### config.mk
export PLATFORM = sky130hd
export DESIGN_NAME = wr_word_packer
export DESIGN_NICKNAME = d
export VERILOG_FILES = /design/src/rtl/wr_word_packer.sv
export SDC_FILE = /design/constraint.sdc
export NUM_CORES = 1
export LEC_CHECK = 0
export BUFFER_PORTS_ARGS = -buffer_cell sky130_fd_sc_hd__buf_2
export CAP_MARGIN = 20
export CORE_ASPECT_RATIO = 0.8
export CORE_MARGIN = 8
export CORE_UTILIZATION = 35
export CTS_CLUSTER_DIAMETER = 80
export CTS_CLUSTER_SIZE = 20
export DETAILED_ROUTE_END_ITERATION = 8
export PLACE_DENSITY = 0.64
export SLEW_MARGIN = 20
export SYNTH_ARGS = -nofsm -noshare
export SYNTH_HDL_FRONTEND = slang
export SYNTH_SLANG_ARGS = --single-unit
### constraint.sdc
create_clock -name clk -period 10.3 [get_ports clk]
set_input_delay 2.06 -clock clk [delete_from_list [all_inputs] [get_ports clk]]
set_output_delay 2.06 -clock clk [all_outputs]
set_load 0.01 [all_outputs]
### src/rtl/wr_word_packer.sv
module wr_word_packer #(
  parameter int ADDR_W      = 21,
  parameter int ARRAY_BYTES = 2097152,
  parameter int LEN_W       = ADDR_W + 1
) (
  input  logic              clk,
  input  logic              rst_n,
  input  logic              req_valid,
  output logic              req_ready,
  input  logic [ADDR_W-1:0] req_addr,
  input  logic [LEN_W-1:0]  req_len,
  input  logic              s_valid,
  output logic              s_ready,
  input  logic [7:0]        s_data,
  output logic              pg_req,
  output logic [ADDR_W-1:0] pg_addr,
  output logic [31:0]       pg_data,
  input  logic              pg_ack,
  input  logic              pg_err,
  output logic              done,
  output logic [1:0]        done_status,
  output logic [LEN_W-1:0]  bytes_done
);
  localparam logic [LEN_W:0] LIMIT = (LEN_W+1)'(ARRAY_BYTES);
  localparam logic [1:0] ST_OK = 2'b00, ST_RANGE = 2'b01, ST_IO = 2'b10;

  typedef enum logic [1:0] {S_IDLE, S_FILL, S_PROG} st_t;
  st_t st;

  logic [ADDR_W-1:0] waddr;
  logic [1:0]        lane;
  logic [LEN_W-1:0]  left;
  logic [31:0]       word;
  logic [2:0]        wcnt;
  logic [LEN_W:0]    end_pos;

  assign end_pos   = {{(LEN_W+1-ADDR_W){1'b0}}, req_addr} + {1'b0, req_len};
  assign req_ready = (st == S_IDLE);
  assign s_ready   = (st == S_FILL);
  assign pg_req    = (st == S_PROG);
  assign pg_addr   = waddr;
  assign pg_data   = word;

  always_ff @(posedge clk) begin
    if (!rst_n) begin
      st          <= S_IDLE;
      waddr       <= '0;
      lane        <= '0;
      left        <= '0;
      word        <= '1;
      wcnt        <= '0;
      done        <= 1'b0;
      done_status <= ST_OK;
      bytes_done  <= '0;
    end else begin
      done <= 1'b0;
      case (st)
        S_IDLE: if (req_valid) begin
          bytes_done <= '0;
          if (req_len == '0) begin
            done        <= 1'b1;
            done_status <= ST_OK;
          end else if (end_pos > LIMIT) begin
            done        <= 1'b1;
            done_status <= ST_RANGE;
          end else begin
            waddr <= {req_addr[ADDR_W-1:2], 2'b00};
            lane  <= req_addr[1:0];
            left  <= req_len;
            word  <= '1;
            wcnt  <= '0;
            st    <= S_FILL;
          end
        end
        S_FILL: if (s_valid) begin
          word[lane*8 +: 8] <= s_data;
          left <= left - 1'b1;
          wcnt <= wcnt + 1'b1;
          lane <= lane + 1'b1;
          if (lane == 2'd3 || left == LEN_W'(1)) st <= S_PROG;
        end
        S_PROG: if (pg_ack) begin
          if (pg_err) begin
            done        <= 1'b1;
            done_status <= ST_IO;
            st          <= S_IDLE;
          end else begin
            bytes_done <= bytes_done + LEN_W'(wcnt);
            if (left == '0) begin
              done        <= 1'b1;
              done_status <= ST_OK;
              st          <= S_IDLE;
            end else begin
              waddr <= waddr + ADDR_W'(4);
              lane  <= '0;
              word  <= '1;
              wcnt  <= '0;
              st    <= S_FILL;
            end
          end
        end
        default: st <= S_IDLE;
      endcase
    end
  end


  a_r1_aligned: assert property (@(posedge clk) disable iff (!rst_n)
    pg_req |-> pg_addr[1:0] == 2'b00);


  a_r9_hold: assert property (@(posedge clk) disable iff (!rst_n)
    (pg_req && !pg_ack) |=> pg_req && !s_ready && $stable(pg_addr) && $stable(pg_data));


  a_r5_count_only_on_ack: assert property (@(posedge clk) disable iff (!rst_n)
    (!req_ready && !(pg_req && pg_ack && !pg_err)) |=> $stable(bytes_done));


  a_r8_halt: assert property (@(posedge clk) disable iff (!rst_n)
    (pg_req && pg_ack && pg_err) |=> !pg_req && done && done_status == 2'b10);


  a_r6_no_count: assert property (@(posedge clk) disable iff (!rst_n)
    (done && done_status == 2'b01) |-> bytes_done == '0);


  a_r10_pulse: assert property (@(posedge clk) disable iff (!rst_n)
    done |=> !done);
endmodule

==> results of run 1 <==
[path summary, 6_finish.rpt]
check,depth (start not counted),to
max,13,pg_data[2]
min reg2reg,2,done_status[1]
max reg2reg,10,pg_data[14]
min,2,done_status[1]
[report_power, final]
group | internal, uW | switching [uW] | leakage (uW)
clock | 177 | 175 | 0.000144
sequential | 493 | 96.0 | 0.000854
combinational | 318 | 590 | 0.00239
[cell families after synthesis]
family,after synthesis,synth area share
simple gates,350,0.2420
mux,12,0.01670
fa+ha+maj,39,0.06923
buf+inv,95,0.05183
xor+xnor,26,0.03134
flops,105,0.2893
other cells,1,0.0005161
compound gates,314,0.2991
[worst register-to-register path: cells and delay by family (launching register included)]
| family | cells | cell delay [ns] |
|---|---|---|
| compound gates | 3 | 0.65 |
| fa+ha+maj | 1 | 0.20 |
| buf+inv | 1 | 0.12 |
| flops | 1 | 0.34 |
| simple gates | 5 | 2.29 |
[per-stage QoR]
| stage | power, uW | std cells |
|---|---|---|
| 2_1_floorplan | 1231 | 943 |
| 3_3_place_gp | 1482 | 1300 |
| 3_5_place_dp | 1492 | 1300 |
| 4_1_cts | 1850 | 1316 |
| 5_1_grt | 1993 | 1316 |
| 6_report | 1848 | 1316 |
[layer usage]
| metal | track usage | share of wire |
|---|---|---|
| met5 | 0 | 0.00042 |
| met4 | 0.04327 | 0.016 |
| met2 | 0.2602 | 0.42 |
| met1 | 0.2588 | 0.48 |
| met3 | 0.04979 | 0.087 |
[final cells by class]
type                    instances  area (um^2)
flip-flops and latches        105         2102
inverters                      38        142.6
well taps                     269        336.6
fillers                      2084        12090
repair buffers                145        750.7
clock inverters                 6        56.30
multi-input cells             743         4803
clock buffers                  10        239.0
[registers in the layout, summed over array words and instances, names as in the netlist, 2 cells and up]
signal       count
bytes_done      22
done_status      2
lane             2
left            22
pg_addr         19
pg_data         32
st               2
wcnt             3
[cells in the final DEF (no fill, tap or decap), types with 8 or more instances in the layout]
master,synthesis,final
nand2_1,94,94
a21oi_1,94,94
nand3_1,29,29
o31ai_1,37,37
and3_1,12,12
buf_4,4,10
buf_2,3,135
nand4_1,10,10
ha_1,37,36
o32ai_1,8,8
o31a_1,9,9
a21o_1,8,8
clkbuf_16,0,9
o21ai_0,27,27
mux2i_1,11,11
xor2_1,16,16
nor2_1,84,84
a211oi_1,10,10
xnor2_1,10,10
or3_1,9,9
nor4_1,13,13
nor2b_1,15,15
nand2b_1,12,12
a2111oi_0,25,25
o22ai_1,12,12
a31oi_1,16,16
nor3_1,22,22
and2_1,14,14
o32a_1,9,9
inv_1,36,36
dfxtp_1,105,105
o221a_2,8,8
==> metrics.txt, run 1 <==
status=completed; YS warnings=0; Fin Setup TNS=0 ns; Bufs on Longest Clock Path=2; clock-pin slew on the worst setup and hold paths=0.07 ns; max_cap viols=0; Post-CTS Setup Inserts=0; most frequent cells after synthesis=dfxtp_1, a21oi_1, nand2_1, nor2_1, clkbuf_1; CTS-repair resized insts=0; kind of critical path=in2reg; Vias=7500; Clock Sinks=105; clock skew=0.01370 ns; post-route antenna net violation count=0; die height=144.9 um; Max-slew headroom=0.2702; Worst path max stage delay=0.58 ns; r2r startpoint=left[0]; post-synth top area share=0.2893; Final Wtd Congestion=0.9474; drt drc=0; CP required=10.54 ns; core area=20520 um^2; drt total wl=23990 um; Netlist cell types=78; Synth Flop Type=dfxtp_1; Post-Synthesis Cells=942; CP cell instances=buf_2 > ha_1 > fa_1 > a21o_1 > a221oi_2 > nor3_1 > or3_1 > a211oi_1 > o2111ai_1 > nor4_4 > or2_2 > nand2_2 > o32a_1; measured slew at the worst slew-check pin=1.080 ns; Initial DRC Count=514; area leader, netlist=dfxtp_1; Inserted Clock Buffers=9; CTS Root Cell=clkbuf_16; worst setup margin=4.363 ns; CTS tree=built; Worst setup EP type=register; number of enable flip-flop cells after synthesis=0; ys async rst share=0; final core utilization=0.4108; GR Overflow Total=0; crit path time final=5.937 ns; hold_buf cts=0; Hold Startpoint=done_status[1]; worst hold path type=reg2reg; die area=25650 um^2; Nets=1138; PortBufs=135; worst-skew pair later-pin latency=0.36 ns; Post-Syn Area=7266 um^2; Pre-antenna DRT Iters=5; setup repair after global routing missed its margin=false; global-route wire length before repair=37450 um; FF+latch count, synth=105; Area after DPL=8129 um^2; design area=8431 um^2; Hold Vio Cnt, Final=0; CTS H-tree depth=3; layout cells sized above 1=0.1824; leakage=0.003386 uW; sequential fraction of the synthesis area=0.2893; Total GRT Usage=0.1804; largest net degree at the start of global routing=69; CP max FO=28; Final setup viols=0; Final Slew Violations=0; Setup crit start kind=input port; worst reg-to-reg setup slack=6.61 ns; DR WL/cell=18.23 um; Initial Utilization=0.3540; Max IR drop VDD=0.08851 mV; WHS=0.4719 ns; post-DP HPWL=17740 um; Layout area overhead=16.03%; # IOs=138; vias in the first global route=6830; row cnt=47; fmax=168.4 MHz; initial antenna violation count=1; Crit-path slowest cell=or2_2; post-place setup slack=3.651 ns; Setup crit start=req_addr[0]; Die W=177.1 um; period utilization=0.5764; mean area per synthesized cell=7.713 um^2; most common cell in the netlist=dfxtp_1; power per cell area=219.2 nW/um^2; family with the most delay on the worst path=simple AND/OR/NAND/NOR gates; vias per cell=5.699; n_diodes=0; synth top area cells=dfxtp_1, a21oi_1, ha_1; Worst Path Buf+Inv=1; crit path DAT=6.17 ns
No activity file was read; power rests on OpenSTA's default activity.
==> inputs of run 2 (changes only) <==
--- a/config.mk
+++ b/config.mk
@@ -13,7 +13,7 @@
 export CTS_CLUSTER_DIAMETER = 80
 export CTS_CLUSTER_SIZE = 20
 export DETAILED_ROUTE_END_ITERATION = 8
-export PLACE_DENSITY = 0.64
+export PLACE_DENSITY = 0.66
 export SLEW_MARGIN = 20
 export SYNTH_ARGS = -nofsm -noshare
 export SYNTH_HDL_FRONTEND = slang
==> constraint.sdc (replaced) <==
create_clock -name clk -period 5.29 [get_ports clk]
set_input_delay 1.058 -clock clk [delete_from_list [all_inputs] [get_ports clk]]
set_output_delay 1.058 -clock clk [all_outputs]
set_load 0.01 [all_outputs]
==> run 2 against run 1 <==
  * Clock power is 100% higher
  * Global-route usage is 0.10 points higher
  * Combinational power is 97% higher
  * First-iteration DRC count is 29% higher
  * Worst hold slack worse by 0.0046 ns
  * Via count is 1.5% higher
  * Critical path depth is 1 higher
  * Largest cell class unchanged
  * Largest power group unchanged
  * Highest routed layer unchanged
==> metrics.txt, run 2 (synthesized netlist as in run 1, its figures left out) <==
max reg flops=32; Setup crit start=req_addr[0]; Initial DRC Count=663; core area=20520 um^2; layout cells sized above 1=0.1824; hold_buf cts=0; Layout area overhead=17.19%; Vias=7616; max_cap viols=0; leakage=0.003419 uW; WHS=0.4673 ns; CTS H-tree depth=3; post-DP HPWL=17890 um; crit path DAT=4.94 ns; Post-Place Cells=1303; Nets=1141; initial antenna violation count=2; r2r startpoint=left[0]; commonest cells after routing, fill and taps aside=buf_2, dfxtp_1, nand2_1, a21oi_1, nor2_1; Worst Path Buf+Inv=2; Top cell by count, worst path=o31ai_1; Max IR drop VDD=0.1862 mV; Logic pwr share=0.489; Worst path max stage delay=0.53 ns; Pre-antenna DRT Iters=5; global-route wire length before repair=37940 um; post-route antenna net violation count=0; status=completed; most common cell after layout, fill and taps aside=buf_2; worst hold path type=reg2reg; P_int=2001 uW; clock network fraction of total power=0.197; family with the most delay on the worst path=simple AND/OR/NAND/NOR gates; Die W=177.1 um; CTS-repair resized insts=0; clock-pin slew on the worst setup and hold paths=0.07 ns; Final Slew Violations=0; Max-slew headroom=0.2833; largest net degree at the start of global routing=79; CTS tree=built; setup repair after global routing missed its margin=false; Final Non-Filler Cells=1317; fmax=213.2 MHz; CP cell instances=buf_2 > ha_1 > fa_1 > a21o_1 > a221o_1 > a211oi_2 > o31ai_1 > xor2_1 > or4_4 > nor4_4 > or2_1 > buf_4 > a21oi_1 > o31ai_1; drt total wl=23860 um; drt drc=0; CP required=5.54 ns; Crit-path slowest cell=or4_4; CP max FO=19; Total GRT Usage=0.1814; Fin Setup TNS=0 ns; sw frac=0.4522; Post-CTS Setup Inserts=0; sw power=1652 uW; # IOs=138; row cnt=47; Worst setup EP type=register; Hold Startpoint=done_status[1]; kind of critical path=in2reg; Setup crit start kind=input port; Final Wtd Congestion=0.9385; Bufs on Longest Clock Path=2; Initial Utilization=0.3540; vias in the first global route=7015; measured slew at the worst slew-check pin=1.075 ns; clock skew=0.01238 ns; period utilization=0.8866; Final setup viols=0; Hold Vio Cnt, Final=0; worst-skew pair later-pin latency=0.35 ns; CTS Root Cell=clkbuf_16; DR WL/cell=18.11 um; PortBufs=135; die height=144.9 um; Sequential Power Share=0.314; final core utilization=0.4149; Inserted Clock Buffers=9; Clock Sinks=105; die area=25650 um^2; crit path time final=4.690 ns; Tot Pwr=3653 uW; GR Overflow Total=0; vias per cell=5.783; power per cell area=429.1 nW/um^2
## run 2: changes by cell type in the layout (fill, tap and decap cells not counted), sizes merged
cell / previous run / this run
buf: 145 / 148
diode: 0 / 1
clkbuf: 10 / 9
clkinv: 3 / 2
clkinvlp: 1 / 0
inv: 40 / 38
bufinv: 0 / 2
## run 2: layer usage
metal | global-route usage | routed length [um] | vias to the layer above | share of wire
met2 | 0.2664 | 10140 | 249 | 0.42
met5 | 0 | 13 | - | 0.00054
met1 | 0.2606 | 11650 | 3582 | 0.49
met3 | 0.03345 | 1459 | 38 | 0.061
li1 | - | - | 3745 | -
met4 | 0.06049 | 594 | 2 | 0.025
## run 2: power by group through the flow
stage | Combinational (uW) | Clock, uW | Sequential, uW
after floorplan | 1250 | 0 | 1140
after global placement | 1730 | 0 | 1160
after detailed placement | 1750 | 0 | 1160
after CTS | 1770 | 740 | 1140
after global routing | 2000 | 773 | 1180
final | 1790 | 719 | 1150
## run 2: path summary, 6_finish.rpt
path	endpoint	slack (ns)	cells past startpoint
setup / recovery	pg_data[20]	0.60	14
hold / removal	done_status[1]	0.47	2
setup reg to reg	pg_data[2]	1.83	10
hold reg to reg	done_status[1]	0.47	2
## run 2: layout make-up
type	count	area, um^2
Antenna cell	1	2.502
Clock buffer	9	225.2
Clock inverter	4	77.57
Fill cell	2069	12010
Inverter	38	142.6
Multi-Input combinational cell	743	4822
Sequential cell	105	2102
Tap cell	269	336.6
Timing Repair Buffer	148	805.8
## run 2: worst register-to-register path, cell delays in order, from the launching register on
cell and delay, ns:
dfxtp_1 0.35, inv_1 0.13, ha_1 0.23, nand2_1 0.11, nor3_1 0.58, nand2_1 0.31, nor2_1 0.26, o21ai_0 0.13
nand3_1 0.79, o31ai_4 0.22, o32a_1 0.24
## run 2: metrics by stage
stage	worst slack, ns	area (um^2)
2_1_floorplan	0.9136	7269
3_3_place_gp	0.3099	8157
3_5_place_dp	0.3259	8184
4_1_cts	0.6737	8487
5_1_grt	0.3367	8514
6_report	0.6000	8514
